`config.mk`:
```
export PLATFORM = sky130hd
export DESIGN_NAME = flag_cascade_node
export DESIGN_NICKNAME = d
export VERILOG_FILES = /design/src/rtl/flag_cascade_pkg.sv /design/src/rtl/hit_summary.sv /design/src/rtl/flag_capture.sv /design/src/rtl/chain_link.sv /design/src/rtl/flag_cascade_node.sv
export SDC_FILE = /design/constraint.sdc
export NUM_CORES = 1
export LEC_CHECK = 0
export ABC_AREA = 1
export ABC_CLOCK_PERIOD_IN_PS = 1000
export BUFFER_PORTS_ARGS = -buffer_cell sky130_fd_sc_hd__buf_4
export CAP_MARGIN = 20
export CORE_AREA = 3 3 40 42
export DETAILED_ROUTE_END_ITERATION = 7
export DIE_AREA = 0 0 43 45
export PLACE_DENSITY = 0.6
export SLEW_MARGIN = 40
export SYNTH_ARGS = -nofsm -noshare
export SYNTH_HDL_FRONTEND = slang
export SYNTH_SLANG_ARGS = --single-unit
export TNS_END_PERCENT = 50
```
`constraint.sdc`:
```
create_clock -name clk -period 1 [get_ports clk]
set_input_delay 0.2 -clock clk [delete_from_list [all_inputs] [get_ports clk]]
set_output_delay 0.2 -clock clk [all_outputs]
set_load 0.05 [all_outputs]
```
`src/rtl/flag_cascade_pkg.sv`:
```
package flag_cascade_pkg;
  typedef enum logic [1:0] {
    K_IDLE    = 2'b00,
    K_COMPARE = 2'b01,
    K_WRITE   = 2'b10,
    K_CTRL    = 2'b11
  } cyc_kind_e;
endpackage

```
`src/rtl/hit_summary.sv`:
```
module hit_summary #(
  parameter int ENTRIES = 8
) (
  input  logic [ENTRIES-1:0] hit_vec,
  input  logic [ENTRIES-1:0] valid_vec,
  output logic               any_hit,
  output logic               multi_hit,
  output logic               all_full
);
  localparam int STAGES = ENTRIES + 1;

  logic [STAGES-1:0] seen;
  logic [STAGES-1:0] dup;
  logic [STAGES-1:0] occ;

  assign seen[0] = 1'b0;
  assign dup[0]  = 1'b0;
  assign occ[0]  = 1'b1;

  // Ripple prefix: a second hit shows up as a hit seen after an earlier one.
  for (genvar i = 0; i < ENTRIES; i++) begin : g_scan
    assign seen[i+1] = seen[i] | hit_vec[i];
    assign dup[i+1]  = dup[i] | (seen[i] & hit_vec[i]);
    assign occ[i+1]  = occ[i] & valid_vec[i];
  end

  assign any_hit   = seen[ENTRIES];
  assign multi_hit = dup[ENTRIES];
  assign all_full  = occ[ENTRIES];
endmodule

```
`src/rtl/flag_capture.sv`:
```
module flag_capture
  import flag_cascade_pkg::*;
(
  input  logic      clk,
  input  logic      rst_n,
  input  logic      cyc_stb,
  input  cyc_kind_e kind,
  input  logic      any_hit,
  input  logic      multi_hit,
  input  logic      all_full,
  output logic      held_match,
  output logic      held_multi,
  output logic      held_full
);
  logic stb_q;
  logic stb_rise;
  logic load_cmp;
  logic load_wr;

  assign stb_rise = cyc_stb & ~stb_q;
  assign load_cmp = stb_rise & (kind == K_COMPARE);
  assign load_wr  = stb_rise & (kind == K_WRITE);

  always_ff @(posedge clk or negedge rst_n) begin
    if (!rst_n) begin
      stb_q      <= 1'b0;
      held_match <= 1'b0;
      held_multi <= 1'b0;
      held_full  <= 1'b0;
    end else begin
      stb_q <= cyc_stb;
      if (load_cmp) begin
        held_match <= any_hit;
        held_multi <= multi_hit;
      end
      if (load_wr) begin
        held_full <= all_full;
      end
    end
  end

  p_reset_clear_r1: assert property (@(posedge clk)
    !rst_n |=> (!held_match && !held_multi && !held_full));

  p_match_load_r2: assert property (@(posedge clk) disable iff (!rst_n)
    (cyc_stb && !stb_q && kind == K_COMPARE) |=>
      (held_match == $past(any_hit) && held_multi == $past(multi_hit)));

  p_match_hold_r2: assert property (@(posedge clk) disable iff (!rst_n)
    !(cyc_stb && !stb_q && kind == K_COMPARE) |=>
      ($stable(held_match) && $stable(held_multi)));

  p_full_load_r3: assert property (@(posedge clk) disable iff (!rst_n)
    (cyc_stb && !stb_q && kind == K_WRITE) |=> held_full == $past(all_full));

  p_full_hold_r3: assert property (@(posedge clk) disable iff (!rst_n)
    !(cyc_stb && !stb_q && kind == K_WRITE) |=> $stable(held_full));

  p_level_no_recapture_r9: assert property (@(posedge clk) disable iff (!rst_n)
    (cyc_stb && stb_q) |=>
      ($stable(held_match) && $stable(held_multi) && $stable(held_full)));

  p_multi_implies_match_r6: assert property (@(posedge clk) disable iff (!rst_n)
    held_multi |-> held_match);
endmodule

```
`src/rtl/chain_link.sv`:
```
module chain_link (
  input  logic up_match,
  input  logic up_multi,
  input  logic up_full,
  input  logic held_match,
  input  logic held_multi,
  input  logic held_full,
  input  logic oe_req,
  output logic dn_match,
  output logic dn_multi,
  output logic dn_full,
  output logic bus_grant,
  output logic bus_oe
);
  // Purely combinational so the chain ripples without clock latency.
  assign dn_match  = up_match | held_match;
  assign dn_multi  = up_multi | held_multi | (held_match & up_match);
  assign dn_full   = up_full & held_full;
  assign bus_grant = held_match & ~up_match;
  assign bus_oe    = bus_grant & oe_req;
endmodule

```
`src/rtl/flag_cascade_node.sv`:
```
module flag_cascade_node
  import flag_cascade_pkg::*;
#(
  parameter int ENTRIES = 8
) (
  input  logic               clk,
  input  logic               rst_n,
  input  logic               cyc_stb,
  input  logic [1:0]         cyc_kind,
  input  logic [ENTRIES-1:0] hit_vec,
  input  logic [ENTRIES-1:0] valid_vec,
  input  logic               up_match,
  input  logic               up_multi,
  input  logic               up_full,
  input  logic               oe_req,
  output logic               dn_match,
  output logic               dn_multi,
  output logic               dn_full,
  output logic               bus_grant,
  output logic               bus_oe
);
  cyc_kind_e kind;
  logic any_hit, multi_hit, all_full;
  logic held_match, held_multi, held_full;

  assign kind = cyc_kind_e'(cyc_kind);

  hit_summary #(.ENTRIES(ENTRIES)) u_summary (
    .hit_vec   (hit_vec),
    .valid_vec (valid_vec),
    .any_hit   (any_hit),
    .multi_hit (multi_hit),
    .all_full  (all_full)
  );

  flag_capture u_capture (
    .clk        (clk),
    .rst_n      (rst_n),
    .cyc_stb    (cyc_stb),
    .kind       (kind),
    .any_hit    (any_hit),
    .multi_hit  (multi_hit),
    .all_full   (all_full),
    .held_match (held_match),
    .held_multi (held_multi),
    .held_full  (held_full)
  );

  chain_link u_link (
    .up_match   (up_match),
    .up_multi   (up_multi),
    .up_full    (up_full),
    .held_match (held_match),
    .held_multi (held_multi),
    .held_full  (held_full),
    .oe_req     (oe_req),
    .dn_match   (dn_match),
    .dn_multi   (dn_multi),
    .dn_full    (dn_full),
    .bus_grant  (bus_grant),
    .bus_oe     (bus_oe)
  );

  p_grant_passes_match_r5: assert property (@(posedge clk) disable iff (!rst_n)
    bus_grant |-> (dn_match && !up_match));

  p_upstream_match_forwarded_r4: assert property (@(posedge clk) disable iff (!rst_n)
    up_match |-> dn_match);

  p_full_needs_upstream_r7: assert property (@(posedge clk) disable iff (!rst_n)
    dn_full |-> up_full);

  p_oe_needs_grant_r8: assert property (@(posedge clk) disable iff (!rst_n)
    bus_oe |-> (bus_grant && oe_req));
endmodule

```
==> summary.md, run 1 <==
| Metric | Value |
|---|---|
| Global-route wire length before repair | `1440 um` |
| Final nets | `111` |
| Register area share after synthesis | `31.3%` |
| Fmax | `782 MHz` |
| Setup tns final | `-1.04 ns` |
| Pwr Density | `898 mW/mm2` |
| Vias in the first global route | `396` |
| RR Endpoint | `u_capture.held_match$_DFFE_PN0P_` |
| Endpoint class of the critical path | `output port` |
| Setup Crit Path Kind | `reg -> out` |
| Synth warn | `0` |
| Avg WL per Cell | `8.37 um` |
| Largest net degree at the start of global routing | `5` |
| Failing checks | `negative setup slack` |
| Switch Pwr | `0.165 mW` |
| Count of cell types in the netlist | `16` |
| GR Util All Layers | `9.96%` |
| Final setup fails | `7` |
| Initial antenna violation count | `0` |
| Hold Path Origin | `cyc_stb` |
| Status | `finished, violations left` |
| Unrepaired setup endpoints after global routing | `yes` |
| Hold Crit Endpoint | `u_capture.stb_q$_DFF_PN0_` |
| Postcts setup bufs | `0` |
| Detail Placement HPWL | `728 um` |
| CTS tree | `built` |
| Worst Hold Class | `in -> reg` |
| Global route overflow | `0` |
| Share of total power in sequential cells | `30.7%` |
| Die X | `43 um` |
| Worst slew margin | `78.5%` |
| Avg Cell Area, Syn | `6.54 um2` |
| CTS root buf | `clkbuf_4` |
| Chip Height | `45 um` |
| Synth Register Bits | `4` |
| Mapped Cells | `49` |
| DR vias/cell | `4.33` |
| CTS H-tree lvls | `1` |
| DRT antenna net count | `0` |
| Placeable Area | `0.00128 mm2` |
| Max-cap violation count | `0` |
| Final Hold Viols | `0` |
| First drt pass iteration count | `4` |
| Switching Fraction | `28.3%` |
| TritonCTS Buffers | `3` |
| Clk slew on worst S/H paths | `0.04 ns` |
| Critical path data arrival time | `1.08 ns` |
| Initial Util | `24.9%` |
| Reg2reg setup slack | `-0.07 ns` |
| Clock Latency Late Sink | `0.23 ns` |
| Cells on worst reg2reg path | `5` |
| Leak | `0.340 nW` |
| Maximum vdd drop | `0.592 mV` |
| Comb pwr share | `35.3%` |
| ANT cells | `0` |
| Final period utilization | `128%` |
| DRC | `0` |
| Layout Skew | `0.000872 ns` |
| Netlist Area Pre-Place | `320 um2` |
| Worst hold stages | `1` |
| DRT iter0 DRCs | `9` |
| CP Launch Type | `register` |
| Clock sinks | `4` |
| Layout cells sized above 1 | `53.6%` |
| Port Buf Inserts | `29` |
| Drt total wl | `829 um` |
| Synthesis-to-layout area growth | `103%` |
| Critical path fanouts, max | `4` |
| Fin. max-slew vios | `0` |
| Crit path required time | `0.80 ns` |
| Syn_nets | `74` |
| Worst-Margin Slew | `0.320 ns` |
| Vias | `429` |
| Pint | `0.419 mW` |
| Max Buffers Root-to-Sink | `2` |
| Layout fillers | `134` |
| Full die area | `0.00194 mm2` |
| IO Pins | `30` |
| Clk pwr share | `34.0%` |
| # rows | `13` |
| Fin crit period | `1.28 ns` |
| Final Worst Setup Slack | `-0.278 ns` |
| Final Wtd Congestion | `0.678` |
| Final core utilization | `50.6%` |
| Reg-to-Reg Start | `u_capture.stb_q$_DFF_PN0_` |
worst max-delay path, cell delays in order, from the launching register on:
cell and delay [ns]:
dfrtp_1 0.40, a211o_1 0.28, buf_6 0.16
flip-flops by register name, indices dropped and copies added, names as in the netlist:
register	flops
u_capture.stb_q	1
u_capture.held_multi	1
u_capture.held_full	1
u_capture.held_match	1
synth_stat cells (all sizes together):
| library cell | instances | area share (%) |
|---|---|---|
| or2 | 2 | 3.9 |
| nor4 | 1 | 2.0 |
| dfrtp | 4 | 31 |
| nor2 | 9 | 12 |
| a211o | 1 | 2.7 |
| inv | 11 | 13 |
| nor3b | 1 | 2.3 |
| nand3 | 3 | 4.7 |
| o22ai | 1 | 3.9 |
| a21oi | 2 | 3.1 |
| o21ai | 1 | 1.6 |
| nand4 | 3 | 7.8 |
| nand2 | 10 | 12 |
per-layer routing:
| metal | share of wire (%) | track usage, % | routed length, um | up-vias |
|---|---|---|---|---|
| li1 | - | - | - | 225 |
| met1 | 40 | 11.7 | 331 | 190 |
| met2 | 52 | 15.9 | 428 | 14 |
| met3 | 8.4 | 5.98 | 70 | 0 |
| met4 | 0 | 1.81 | 0 | 0 |
| met5 | 0 | 0 | 0 | - |
power groups by stage:
stage / logic (mW) / registers, mW / clock network, mW
5_1_grt: 0.225 / 0.180 / 0.228
3_3_place_gp: 0.191 / 0.180 / 0
2_1_floorplan: 0.0822 / 0.179 / 0
4_1_cts: 0.205 / 0.178 / 0.207
3_5_place_dp: 0.192 / 0.180 / 0
6_report: 0.206 / 0.179 / 0.199
cell families after synthesis:
| logic type | after synthesis | share of synthesized area [%] |
|---|---|---|
| flip-flops | 4 | 31.3 |
| buffers and inverters | 11 | 12.9 |
| AND/OR/NAND/NOR | 29 | 44.5 |
| AO/OA/AOI/OAI | 5 | 11.3 |
metrics by stage:
stage / power (mW) / std cells / instance area, um2 / setup WS, ns / hold WS [ns]
2_1_floorplan: 0.261 / 49 / 334 / -0.140 / -0.0956
3_3_place_gp: 0.371 / 95 / 586 / -0.0909 / -0.000987
3_5_place_dp: 0.372 / 95 / 586 / -0.0916 / -0.000851
4_1_cts: 0.590 / 99 / 643 / -0.271 / 0.0770
5_1_grt: 0.633 / 99 / 651 / -0.323 / 0.0651
6_report: 0.584 / 99 / 651 / -0.278 / 0.0808
worst max path at each step:
stage / startpoint / endpoint / depth (start not counted)
3_3_place_gp: u_capture.stb_q$_DFF_PN0_ / u_capture.held_match$_DFFE_PN0P_ / 5
3_5_place_dp: hit_vec[1] / u_capture.held_match$_DFFE_PN0P_ / 7
4_1_cts: u_capture.held_match$_DFFE_PN0P_ / dn_multi / 2
5_1_grt: u_capture.held_match$_DFFE_PN0P_ / dn_multi / 2
2_1_floorplan: u_capture.held_match$_DFFE_PN0P_ / bus_oe / 2
6_report: u_capture.held_match$_DFFE_PN0P_ / dn_multi / 2
final cells by class:
cell class | count | area [um2] | area share [%]
repair buffers | 32 | 265 | 40.8
multi-input cells | 34 | 203 | 31.2
flip-flops and latches | 4 | 100 | 15.4
inverters | 11 | 41.3 | 6.35
clock buffers | 3 | 22.5 | 3.46
well taps | 15 | 18.8 | 2.88
repair_timing:
item | in CTS | in global routing
setup endpoints to repair | 7 | 7
endpoints found under the hold margin | 4 | 0
hold buffers | 1 | 0
gates resized for setup | 7 | 4
pin swaps | 1 | 0
placed cells by master, fill, tap and decap left out:
| cell | count |
|---|---|
| dlygate4sd3_1 | 1 |
| nand3_2 | 1 |
| nand3_1 | 2 |
| a21oi_1 | 2 |
| buf_4 | 26 |
| clkbuf_4 | 3 |
| dfrtp_1 | 4 |
| nor3b_4 | 1 |
| nor2_2 | 4 |
| buf_6 | 4 |
| nand2_1 | 10 |
| or2_1 | 1 |
| inv_1 | 9 |
| inv_2 | 2 |
| a211o_1 | 1 |
| nand4_2 | 1 |
| nor2_1 | 5 |
| or2_4 | 1 |
| buf_8 | 1 |
| nor4_1 | 1 |
| o21ai_0 | 1 |
| nand4_1 | 2 |
| o22ai_2 | 1 |
Power figures use the tool's default switching activity.
==> inputs of run 2 (changes only) <==
--- a/config.mk
+++ b/config.mk
@@ -13,6 +13,7 @@
 export DETAILED_ROUTE_END_ITERATION = 7
 export DIE_AREA = 0 0 43 45
 export PLACE_DENSITY = 0.6
+export SETUP_SLACK_MARGIN = 0.4
 export SLEW_MARGIN = 40
 export SYNTH_ARGS = -nofsm -noshare
 export SYNTH_HDL_FRONTEND = slang
==> summary.md, run 2 (synthesis gave the netlist of run 1 again) <==
| Metric | Value |
|---|---|
| Status | `finished, violations left` |
| Failing checks | `negative setup slack` |
| Clk slew on worst S/H paths | `0.04 ns` |
| GR Util All Layers | `10.4%` |
| IO Pins | `30` |
| Worst-Margin Slew | `0.312 ns` |
| Global-route wire length before repair | `1520 um` |
| Most common cell after layout, fill and taps aside | `buf_4` |
| Met3 WL post-DR | `52 um` |
| Slowest stage delay, CP | `0.40 ns` |
| Max Buffers Root-to-Sink | `2` |
| Drt total wl | `901 um` |
| Port Buf Inserts | `29` |
| Initial antenna violation count | `0` |
| Final period utilization | `130%` |
| Critical path fanouts, max | `4` |
| WL met2 | `485 um` |
| DRT iter0 DRCs | `7` |
| Synthesis-to-layout area growth | `110%` |
| CTS H-tree lvls | `1` |
| Endpoint class of the critical path | `output port` |
| Clock sinks | `4` |
| Final Hold Viols | `0` |
| Final setup fails | `7` |
| CTS tree | `built` |
| Maximum vdd drop | `0.416 mV` |
| Largest delay share family, worst path | `flip-flops` |
| Die X | `43 um` |
| Global route overflow | `0` |
| Placeable Area | `0.00128 mm2` |
| Commonest cells after routing, fill and taps aside | `29 x buf_4, 10 x nand2_1, 10 x inv_1, 6 x nor2_1` |
| ANT cells | `0` |
| Worst hold slack | `0.0837 ns` |
| Placed cell area | `607 um2` |
| Critical path data arrival time | `1.10 ns` |
| DR vias/cell | `4.25` |
| Pwr Density | `882 mW/mm2` |
| CP Launch Type | `register` |
| WP buf/inv | `1` |
| Final Wtd Congestion | `0.692` |
| Avg WL per Cell | `8.83 um` |
| Pre-CTS WS | `-0.124 ns` |
| Setup Crit Path Kind | `reg -> out` |
| Placed cells | `97` |
| Initial Util | `24.9%` |
| Full die area | `0.00194 mm2` |
| DRT antenna net count | `0` |
| TritonCTS Buffers | `3` |
| Cells on worst reg2reg path | `5` |
| DRC | `0` |
| Worst hold stages | `1` |
| Max-cap violation count | `0` |
| Fin crit period | `1.30 ns` |
| Slowest CP cell | `dfrtp_1` |
| Vias in the first global route | `407` |
| Non-Filler Instances | `102` |
| CTS root buf | `clkbuf_4` |
| Top sig layer | `met3` |
| Worst slew margin | `79.0%` |
| Clock Latency Late Sink | `0.23 ns` |
| Layout cells sized above 1 | `52.9%` |
| CP Cell Sequence | `a211o_2, buf_6` |
| Layout fillers | `129` |
| Detail Placement HPWL | `809 um` |
| # rows | `13` |
| Final Worst Setup Slack | `-0.300 ns` |
| Fmax | `769 MHz` |
| Leak | `0.359 nW` |
| Crit path required time | `0.80 ns` |
| Layout Skew | `0.00171 ns` |
| Vias | `433` |
| Final nets | `114` |
| Fin. max-slew vios | `0` |
| Chip Height | `45 um` |
| Levels on crit path | `2` |
| Unrepaired setup endpoints after global routing | `yes` |
| Final Cell Area | `672 um2` |
| Largest net degree at the start of global routing | `5` |
| Metal-1 WL | `363 um` |
| Worst Hold Class | `in -> reg` |
| First drt pass iteration count | `2` |
-- run 2: power breakdown --
group | switching [mW] | internal, mW
logic | 0.0959 | 0.120
registers | 0.00661 | 0.172
clock network | 0.0634 | 0.134
-- run 2: layout make-up --
class	count	area, um2	area share (%)
repair buffers	35	288	42.8
multi-input cells	34	201	30.0
flip-flops and latches	4	100	14.9
inverters	11	41.3	6.15
clock buffers	3	22.5	3.35
well taps	15	18.8	2.79
-- run 2: timing repair --
item                                    in CTS  in global routing
endpoints found under the setup margin       8                  8
buffers inserted                             0                  1
resized for setup                            5                  2
hold endpoints to repair                     4                  0
pin swaps                                    3                  2
hold buffers                                 1                  0
-- run 2: final timing paths --
| path | start | end | slack [ns] |
|---|---|---|---|
| max in group asynchronous | rst_n | u_capture.stb_q$_DFF_PN0_ | 0.59 |
| min in group asynchronous | rst_n | u_capture.held_multi$_DFFE_PN0P_ | 0.31 |
| worst max-delay path | u_capture.held_match$_DFFE_PN0P_ | dn_multi | -0.30 |
| worst max register to register | u_capture.stb_q$_DFF_PN0_ | u_capture.held_match$_DFFE_PN0P_ | -0.04 |
| worst min register to register | u_capture.held_full$_DFFE_PN0P_ | u_capture.held_full$_DFFE_PN0P_ | 0.53 |
| worst min-delay path | cyc_stb | u_capture.stb_q$_DFF_PN0_ | 0.08 |
-- run 2: layer usage --
metal,GRT usage (%),up-vias
met2,16.8,13
met1,12.7,188
met5,0,-
met3,3.98,0
met4,3.61,0
li1,-,232
-- run 2: metrics by stage --
step | util, % | TNS [ns] | power (mW)
finish | 52.3 | -1.15 | 0.593
global placement | 47.2 | -0.352 | 0.379
detailed placement | 47.2 | -0.436 | 0.383
floorplan | - | -0.172 | 0.264
CTS | 51.2 | -1.20 | 0.598
global route | 52.3 | -1.60 | 0.636
==> inputs of run 3 (changes only) <==
--- a/config.mk
+++ b/config.mk
@@ -9,11 +9,12 @@
 export ABC_CLOCK_PERIOD_IN_PS = 1000
 export BUFFER_PORTS_ARGS = -buffer_cell sky130_fd_sc_hd__buf_4
 export CAP_MARGIN = 20
-export CORE_AREA = 3 3 40 42
+export CELL_PAD_IN_SITES_DETAIL_PLACEMENT = 1
+export CELL_PAD_IN_SITES_GLOBAL_PLACEMENT = 1
+export CORE_MARGIN = 3
+export CORE_UTILIZATION = 18
 export DETAILED_ROUTE_END_ITERATION = 7
-export DIE_AREA = 0 0 43 45
-export PLACE_DENSITY = 0.6
-export SETUP_SLACK_MARGIN = 0.4
+export PLACE_DENSITY = 0.7
 export SLEW_MARGIN = 40
 export SYNTH_ARGS = -nofsm -noshare
 export SYNTH_HDL_FRONTEND = slang
==> constraint.sdc (replaced) <==
create_clock -name clk -period 1 [get_ports clk]
set_input_delay 0.1 -clock clk [delete_from_list [all_inputs] [get_ports clk]]
set_output_delay 0.1 -clock clk [all_outputs]
set_load 0.05 [all_outputs]
==> summary.md, run 3 (synthesis gave the netlist of run 1 again) <==
| Metric | Value |
|---|---|
| Status | `finished, violations left` |
| Failing checks | `negative setup slack` |
| Pwr Density | `895 mW/mm2` |
| Fmax | `845 MHz` |
| Final Hold Viols | `0` |
| Port Buf Inserts | `29` |
| Commonest cells after routing, fill and taps aside | `25 x buf_4, 10 x nand2_1, 10 x inv_1, 6 x nor2_1` |
| Leak | `0.342 nW` |
| Unrepaired setup endpoints after global routing | `yes` |
| Switch Pwr | `0.170 mW` |
| Max Buffers Root-to-Sink | `2` |
| CP Launch Point | `u_capture.held_match$_DFFE_PN0P_` |
| CTS root buf | `clkbuf_4` |
| Pint | `0.418 mW` |
| Drt total wl | `1030 um` |
| Avg WL per Cell | `9.56 um` |
| Hold Path Origin | `hit_vec[7]` |
| Final period utilization | `118%` |
| Largest delay share family, worst path | `flip-flops` |
| WL met2 | `576 um` |
| Worst-Margin Slew | `0.334 ns` |
| Switching Fraction | `29.0%` |
| Slowest stage delay, CP | `0.41 ns` |
| Full die area | `0.00232 mm2` |
| Worst slew margin | `77.5%` |
| Met3 WL post-DR | `66 um` |
| Fin. max-slew vios | `0` |
| Metal-1 WL | `385 um` |
| Final setup fails | `6` |
| # rows | `14` |
| Setup Crit Path Kind | `reg -> out` |
| Clk pwr share | `34.7%` |
| Critical path data arrival time | `1.08 ns` |
| Placeable Area | `0.00159 mm2` |
| TritonCTS Buffers | `3` |
| Synthesis-to-layout area growth | `105%` |
| DRC | `0` |
| IO Pins | `30` |
| Crit path required time | `0.90 ns` |
| Worst hold slack | `0.150 ns` |
| Top sig layer | `met4` |
| DRT antenna net count | `0` |
| Slowest CP cell | `dfrtp_1` |
| DR vias/cell | `4.01` |
| Max-cap violation count | `0` |
| Clock Latency Late Sink | `0.23 ns` |
| Placed cell area | `589 um2` |
| Initial Util | `20.1%` |
| DRT iter0 DRCs | `5` |
| WP buf/inv | `1` |
| CP Launch Type | `register` |
| Endpoint class of the critical path | `output port` |
| Reg-to-Reg Start | `u_capture.stb_q$_DFF_PN0_` |
| Vias in the first global route | `463` |
| Final nets | `111` |
| Fin crit period | `1.18 ns` |
| ANT cells | `0` |
| Final Wtd Congestion | `0.617` |
| Layout cells sized above 1 | `48.8%` |
| Comb pwr share | `34.9%` |
| Detail Placement HPWL | `951 um` |
| Postcts setup bufs | `0` |
| GR Util All Layers | `9.90%` |
| CTS H-tree lvls | `1` |
| Largest net degree at the start of global routing | `5` |
| Share of total power in sequential cells | `30.4%` |
| First drt pass iteration count | `4` |
| Maximum vdd drop | `0.351 mV` |
| Chip Height | `48.2 um` |
| Clk slew on worst S/H paths | `0.04 ns` |
| Layout Skew | `0.00237 ns` |
| CTS tree | `built` |
| Most common cell after layout, fill and taps aside | `buf_4` |
| Clock sinks | `4` |
| Global-route wire length before repair | `1610 um` |
| Global route overflow | `0` |
| CP Cell Sequence | `a211o_1, buf_6` |
| Vias | `433` |
| Initial antenna violation count | `0` |
| Worst Hold Class | `in -> reg` |
| Critical path fanouts, max | `4` |
| Final Cell Area | `657 um2` |
| Final Worst Setup Slack | `-0.184 ns` |
| Die X | `48.2 um` |
-- run 3: timing repair --
item / 4_1_cts / 5_1_grt
pin swaps: 1 / 2
endpoints found under the hold margin: 5 / 0
hold buffers: 2 / 0
resized for setup: 7 / 1
setup endpoints to repair: 6 / 8
-- run 3: tightest hold or removal path: stages --
cell and delay [ns]:
buf_4 0.12, nand2_1 0.06, a21oi_1 0.06
-- run 3: final timing paths --
| kind | end | cells after the start | slack [ns] |
|---|---|---|---|
| setup reg to reg | u_capture.held_match$_DFFE_PN0P_ | 5 | -0.08 |
| setup / recovery | dn_multi | 2 | -0.18 |
| min in group asynchronous | u_capture.held_multi$_DFFE_PN0P_ | 2 | 0.20 |
| max in group asynchronous | u_capture.held_match$_DFFE_PN0P_ | 2 | 0.69 |
| hold reg to reg | u_capture.held_multi$_DFFE_PN0P_ | 2 | 0.53 |
| hold / removal | u_capture.held_multi$_DFFE_PN0P_ | 3 | 0.15 |
-- run 3: area by class of cell --
cell class / instances / area [um2]
Clock buffer: 3 / 22.5
Timing Repair Buffer: 32 / 268
Inverter: 11 / 41.3
Fill cell: 206 / 937
Tap cell: 24 / 30.0
Sequential cell: 4 / 100
Multi-Input combinational cell: 34 / 195
-- run 3: power by group through the flow --
stage / sequential [mW] / combinational, mW / clock, mW
2_1_floorplan: 0.179 / 0.0822 / 0
3_3_place_gp: 0.180 / 0.188 / 0
3_5_place_dp: 0.181 / 0.192 / 0
4_1_cts: 0.179 / 0.207 / 0.211
5_1_grt: 0.180 / 0.225 / 0.224
6_report: 0.179 / 0.205 / 0.204
-- run 3: metal layers --
| metal | GRT usage (%) | vias to the layer above |
|---|---|---|
| met3 | 2.21 | 2 |
| li1 | - | 225 |
| met5 | 0 | - |
| met1 | 9.29 | 190 |
| met2 | 19.5 | 16 |
| met4 | 4.84 | 0 |
-- run 3: metrics by stage --
step	util (%)	instances	setup TNS [ns]	power, mW	setup slack, ns
6_report	41.2	108	-0.656	0.588	-0.184
3_5_place_dp	37.0	103	-0.102	0.373	-0.0773
4_1_cts	41.0	108	-0.705	0.597	-0.189
2_1_floorplan	-	49	-0.0534	0.261	-0.0401
5_1_grt	41.2	108	-1.13	0.630	-0.208
3_3_place_gp	37.0	103	-0.0378	0.368	-0.0378
